$ cat src/rtl/sched_pkg.sv
package sched_pkg;
  localparam int NUM_THR      = 4;
  localparam int TID_W        = $clog2(NUM_THR);
  localparam int REGS_PER_THR = 4;
  localparam int PREG_W       = $clog2(NUM_THR * REGS_PER_THR);

  typedef enum logic [1:0] {
    TS_READY = 2'd0,
    TS_RUN   = 2'd1,
    TS_STALL = 2'd2
  } thr_state_e;

  typedef struct packed {
    logic             found;
    logic [TID_W-1:0] tid;
  } pick_t;

  // Nearest candidate after base, cyclically; base itself is the last candidate.
  function automatic pick_t cyclic_pick(input logic [NUM_THR-1:0] cand,
                                        input logic [TID_W-1:0]   base);
    pick_t r;
    int    j;
    r = '0;
    for (int k = NUM_THR; k >= 1; k--) begin
      j = (int'(base) + k) % NUM_THR;
      if (cand[j]) begin
        r.found = 1'b1;
        r.tid   = TID_W'(j);
      end
    end
    return r;
  endfunction

  function automatic logic [PREG_W-1:0] phys_reg(input int tid, input int lidx);
    return PREG_W'(tid * REGS_PER_THR + lidx);
  endfunction

  function automatic logic lidx_ok(input int lidx);
    return lidx < REGS_PER_THR;
  endfunction
endpackage

$ cat src/rtl/thread_ctx.sv
module thread_ctx
  import sched_pkg::*;
#(
  parameter int PC_W      = 16,
  parameter bit START_RUN = 1'b0
) (
  input  logic            clk,
  input  logic            rst_n,
  input  logic            go,
  input  logic            issue,
  input  logic            stall,
  input  logic            ret_hit,
  output thr_state_e      state,
  output logic [PC_W-1:0] pc,
  output logic            ready_now
);
  always_ff @(posedge clk) begin
    if (!rst_n) begin
      state <= START_RUN ? TS_RUN : TS_READY;
      pc    <= '0;
    end else begin
      if (issue) pc <= pc + 1'b1;
      if (stall)                              state <= TS_STALL;
      else if (go)                            state <= TS_RUN;
      else if (state == TS_STALL && ret_hit)  state <= TS_READY;
    end
  end

  assign ready_now = (state == TS_READY) || (state == TS_STALL && ret_hit);
endmodule

$ cat src/rtl/switch_pick.sv
module switch_pick
  import sched_pkg::*;
(
  input  logic [NUM_THR-1:0] ready_now,
  input  logic [TID_W-1:0]   base_tid,
  input  logic               run_valid,
  input  logic               stall,
  output logic               need_pick,
  output pick_t              sel
);
  always_comb begin
    need_pick = !run_valid || stall;
    sel       = cyclic_pick(ready_now, base_tid);
  end
endmodule

$ cat src/rtl/reg_xlate.sv
module reg_xlate
  import sched_pkg::*;
#(
  parameter int LIDX_W = 4
) (
  input  logic              active,
  input  logic [TID_W-1:0]  tid,
  input  logic              we,
  input  logic [LIDX_W-1:0] lidx,
  output logic              preg_we,
  output logic [PREG_W-1:0] preg_idx,
  output logic              reg_err
);
  logic in_range;
  always_comb begin
    in_range = lidx_ok(int'(lidx));
    preg_idx = phys_reg(int'(tid), in_range ? int'(lidx) : 0);
    preg_we  = active && we && in_range;
    reg_err  = active && we && !in_range;
  end
endmodule

$ cat src/rtl/issue_counters.sv
module issue_counters #(
  parameter int CNT_W = 32
) (
  input  logic             clk,
  input  logic             rst_n,
  input  logic             busy,
  output logic [CNT_W-1:0] issued_cnt,
  output logic [CNT_W-1:0] idle_cnt
);
  always_ff @(posedge clk) begin
    if (!rst_n) begin
      issued_cnt <= '0;
      idle_cnt   <= '0;
    end else if (busy) begin
      issued_cnt <= issued_cnt + 1'b1;
    end else begin
      idle_cnt   <= idle_cnt + 1'b1;
    end
  end
endmodule

$ cat src/rtl/thread_issue_sched.sv
module thread_issue_sched
  import sched_pkg::*;
#(
  parameter int PC_W   = 16,
  parameter int CNT_W  = 32,
  parameter int LIDX_W = 4
) (
  input  logic              clk,
  input  logic              rst_n,
  input  logic              issue_tex,
  input  logic              tex_ret_valid,
  input  logic [TID_W-1:0]  tex_ret_tid,
  input  logic              lreg_we,
  input  logic [LIDX_W-1:0] lreg_idx,
  output logic              issue_valid,
  output logic [TID_W-1:0]  issue_tid,
  output logic [PC_W-1:0]   issue_pc,
  output logic              idle,
  output logic              preg_we,
  output logic [PREG_W-1:0] preg_idx,
  output logic              reg_err,
  output logic              ret_err,
  output logic [CNT_W-1:0]  issued_cnt,
  output logic [CNT_W-1:0]  idle_cnt
);
  logic             run_valid;
  logic [TID_W-1:0] run_tid;

  thr_state_e        thr_state [NUM_THR];
  logic [PC_W-1:0]   thr_pc    [NUM_THR];
  logic [NUM_THR-1:0] ready_now_vec, stalled_vec, running_vec, ret_hit_vec, go_vec;

  // named events for the checker
  logic  stall_evt, switch_evt, ret_accept, need_pick;
  pick_t sel;

  assign stall_evt  = run_valid && issue_tex;
  assign ret_accept = tex_ret_valid && stalled_vec[tex_ret_tid];
  assign switch_evt = need_pick && sel.found;

  switch_pick u_pick (
    .ready_now (ready_now_vec),
    .base_tid  (run_tid),
    .run_valid (run_valid),
    .stall     (stall_evt),
    .need_pick (need_pick),
    .sel       (sel)
  );

  for (genvar i = 0; i < NUM_THR; i++) begin : g_thr
    assign ret_hit_vec[i] = tex_ret_valid && (tex_ret_tid == TID_W'(i));
    assign go_vec[i]      = switch_evt && (sel.tid == TID_W'(i));
    assign stalled_vec[i] = (thr_state[i] == TS_STALL);
    assign running_vec[i] = (thr_state[i] == TS_RUN);

    thread_ctx #(.PC_W(PC_W), .START_RUN(i == 0)) u_ctx (
      .clk       (clk),
      .rst_n     (rst_n),
      .go        (go_vec[i]),
      .issue     (run_valid && run_tid == TID_W'(i)),
      .stall     (stall_evt && run_tid == TID_W'(i)),
      .ret_hit   (ret_hit_vec[i]),
      .state     (thr_state[i]),
      .pc        (thr_pc[i]),
      .ready_now (ready_now_vec[i])
    );
  end

  always_ff @(posedge clk) begin
    if (!rst_n) begin
      run_valid <= 1'b1;
      run_tid   <= '0;
    end else if (need_pick) begin
      run_valid <= sel.found;
      if (sel.found) run_tid <= sel.tid;
    end
  end

  assign issue_valid = run_valid;
  assign issue_tid   = run_tid;
  assign issue_pc    = thr_pc[run_tid];
  assign idle        = !run_valid;
  assign ret_err     = tex_ret_valid && !stalled_vec[tex_ret_tid];

  reg_xlate #(.LIDX_W(LIDX_W)) u_xlate (
    .active   (run_valid),
    .tid      (run_tid),
    .we       (lreg_we),
    .lidx     (lreg_idx),
    .preg_we  (preg_we),
    .preg_idx (preg_idx),
    .reg_err  (reg_err)
  );

  issue_counters #(.CNT_W(CNT_W)) u_cnt (
    .clk        (clk),
    .rst_n      (rst_n),
    .busy       (run_valid),
    .issued_cnt (issued_cnt),
    .idle_cnt   (idle_cnt)
  );
endmodule

$ cat config.mk
export PLATFORM = sky130hd
export DESIGN_NAME = thread_issue_sched
export DESIGN_NICKNAME = d
export VERILOG_FILES = /design/src/rtl/sched_pkg.sv /design/src/rtl/thread_ctx.sv /design/src/rtl/switch_pick.sv /design/src/rtl/reg_xlate.sv /design/src/rtl/issue_counters.sv /design/src/rtl/thread_issue_sched.sv
export SDC_FILE = /design/constraint.sdc
export NUM_CORES = 1
export LEC_CHECK = 0
export BUFFER_PORTS_ARGS = -buffer_cell sky130_fd_sc_hd__buf_2
export CORE_ASPECT_RATIO = 1.2
export CORE_MARGIN = 10
export CORE_UTILIZATION = 57
export DETAILED_ROUTE_END_ITERATION = 10
export PLACE_DENSITY = 0.8
export SLEW_MARGIN = 40
export SYNTH_ARGS = -nofsm -noshare
export SYNTH_HDL_FRONTEND = slang
export SYNTH_SLANG_ARGS = --single-unit
$ cat constraint.sdc
create_clock -name clk -period 2.4 [get_ports clk]
set_input_delay 0.36 -clock clk [delete_from_list [all_inputs] [get_ports clk]]
set_output_delay 0.36 -clock clk [all_outputs]
set_load 0.005 [all_outputs]
==> flow_metrics.tcl <==
set metrics [dict create \
    cts_hold_buffers 0 \
    synth_enable_flop_cells 0 \
    path_cells "inv_1, ha_1, inv_1, mux4_2, a311oi_2, mux2_2, o21ai_0" \
    cpMostUsedCell "inv_1" \
    grt_pass1_vias 5460 \
    final_cell_mix "dfxtp_1 (139), and2_1 (112), buf_2 (101)" \
    synthCells 734 \
    cts_setup_buffers 0 \
    synth-seq-cells 139 \
    grtUsageTotal 0.184 \
    final_net_count 863 \
    cts_buffers 17 \
    drt_iter0_drc 347 \
    synthArstFlopShare 0 \
    overflow 0 \
    holdCritPathClass "primary input to flop" \
    ant_nets 0 \
    cts_buffer_depth 2 \
    skew_ns 0.00681 \
    stdcell_area_um2 8240 \
    required_ns 2.74 \
    drive_gt1_frac 0.203 \
    status "completed" \
    rsz0062_at_grt "false" \
    power_per_cell_area_nw_per_um2 754 \
    num_rows 43 \
    numPortBuffers 101 \
    grt_first_pass_wirelength_um 26000 \
    via_count 5652 \
    finalSetupTns_ns 0 \
    core_um2 11700 \
    top_layer_used "met4" \
    first_pass_iters 7 \
    post_cts_resized 0 \
    wl_met3_um 895 \
    wire_per_inst_um 15.5 \
    synthesis.area_um2 6900 \
    synth_ff_type "dfxtp_1" \
    syn-num-nets 756 \
    routed_wl_um 15700 \
    crit_path_start_kind "flop" \
    hpwl_um 11500 \
    antenna_cells 0 \
    routed-wl-met2_um 7840 \
    layout_setup_ws_ns 0.145 \
    grt_max_degree 55 \
    synth-seq-area-share 0.403 \
    power.leakage_nw 3.40 \
    path_class "flop to flop" \
    wl_met1_um 6690 \
    dieArea_um2 16900 \
    ys_types 51 \
    crit_fanout 7 \
    slew_headroom 0.597 \
    cts_htree_levels 4 \
    die_h_um 141 \
    yosysWarnings 0 \
    syn_avg_cell_area_um2 9.40 \
    clk_latency_ns 0.41 \
    fin_crit_ns 2.26 \
    antenna_found_initial 0 \
    cts_tree "yes" \
    vdd_ir_drop_max_mv 0.459 \
    cpPeakStageDelay_ns 0.44 \
    timing.fmax_mhz 443 \
    critical_path_arrival_ns 2.60 \
    ios 102 \
    die_w_um 120 \
    report.final.slew_viol_count 0 \
    cts_sinks 139 \
    area_growth_pct 19.5 \
    cts-root-buf "clkbuf_16" \
    final_common_cell "dfxtp_1" \
    dpl_cell_area_um2 7620 \
    final_hold_viol_count 0 \
    period_share 0.940 \
    drc 0 \
    worst_pin_slew_ns 0.604 \
    setup_violations 0 \
    dp_slack_ns 0.149 \
    viasPerCell 5.59 \
    place.gp.congestion 0.923 \
    cp-end-kind "flop" \
    cpMaxStageDelayCell "dfxtp_1" \
    clkTransAtPathRegs_ns 0.06 \
    start_util 0.588 \
    maxCapViolCount 0 \
]
## metrics by stage
stage	power, W	utilization	instances	hold WS [ns]
after floorplan	0.00323	-	734	0.466
after global placement	0.00350	0.650	979	0.484
after detailed placement	0.00354	0.650	979	0.501
after CTS	0.00623	0.703	1011	0.290
after global routing	0.00645	0.703	1011	0.310
final	0.00622	0.703	1011	0.291
## layout make-up
cell class                 instances  area (um2)
tap                              157         196
clock buffer                      20         457
inverter                          15        56.3
clock inverter                    12         161
timing repair buffer             115         636
sequential                       139        2780
multi-input combinational        553        3950
fill                             897        3490
## Yosys cell counts, types with 2 or more instances
| cell | number | area, um2 |
|---|---|---|
| a211oi_1 | 4 | 30.0 |
| o21ai_0 | 25 | 125 |
| and3_1 | 11 | 68.8 |
| a21oi_1 | 2 | 10.0 |
| nor4_1 | 2 | 12.5 |
| mux4_2 | 17 | 383 |
| and2_1 | 112 | 701 |
| xor2_1 | 23 | 201 |
| mux2i_1 | 5 | 50.1 |
| and4_1 | 14 | 123 |
| nor3_1 | 14 | 70.1 |
| o21a_1 | 3 | 22.5 |
| nand2_1 | 54 | 203 |
| nand4_1 | 33 | 206 |
| a21oi_2 | 2 | 17.5 |
| buf_2 | 4 | 20.0 |
| nor2_1 | 20 | 75.1 |
| clkbuf_1 | 19 | 71.3 |
| nand3b_1 | 2 | 15.0 |
| ha_1 | 11 | 138 |
| inv_1 | 14 | 52.6 |
| nand3_1 | 45 | 225 |
| nor2b_1 | 8 | 50.1 |
| buf_1 | 4 | 15.0 |
| a21boi_0 | 23 | 173 |
| dfxtp_1 | 139 | 2780 |
| or3_1 | 16 | 100 |
| xnor2_1 | 85 | 744 |
## cell families (layout without fill, tap and decap cells)
| family | after synthesis | after routing | synth area share |
|---|---|---|---|
| and+or+nand+nor | 341 | 341 | 0.283 |
| adders and majority gates | 11 | 11 | 0.0200 |
| muxes | 23 | 23 | 0.0644 |
| xor gates and xnor gates | 108 | 108 | 0.137 |
| other | 1 | 1 | 0.000544 |
| AOI/OAI and AO/OA | 69 | 69 | 0.0680 |
| DFF | 139 | 139 | 0.403 |
| buffers and inverters | 42 | 162 | 0.0236 |
## state kept, by name, indices dropped and copies added (netlist names)
register,flops
u_cnt.idle_cnt,32
u_cnt.issued_cnt,32
issue_valid,1
issue_tid,2
g_thr.u_ctx.pc,64
g_thr.u_ctx.state,8
## worst max-delay path, delay by kind of cell, from the launching register on
kind / cells / cell delay (ns)
flops: 1 / 0.44
compound gates: 2 / 0.47
buf+inv: 2 / 0.25
fa+ha+maj: 1 / 0.31
mux: 2 / 0.70
## layer usage
layer	up-vias	global-route usage
li1	2765	-
met1	2719	0.215
met2	139	0.314
met3	29	0.0487
met4	0	0.0706
met5	-	0
## final timing paths
kind | startpoint | endpoint | slack (ns) | cells after the start
hold reg to reg | g_thr[3].u_ctx.state[0] | g_thr[3].u_ctx.state[0] | 0.52 | 2
hold / removal | issue_tex | g_thr[3].u_ctx.state[1] | 0.29 | 3
setup reg to reg | issue_tid[1] | g_thr[1].u_ctx.state[0] | 0.14 | 7
setup / recovery | issue_tid[1] | g_thr[1].u_ctx.state[0] | 0.14 | 7
## power breakdown
group          internal, W  switching [W]  total (W)
Combinational     0.000439       0.000533   0.000972
Sequential         0.00240       0.000140    0.00254
Clock              0.00170        0.00100    0.00271
Note: power is estimated with default switching activity, not from simulation.
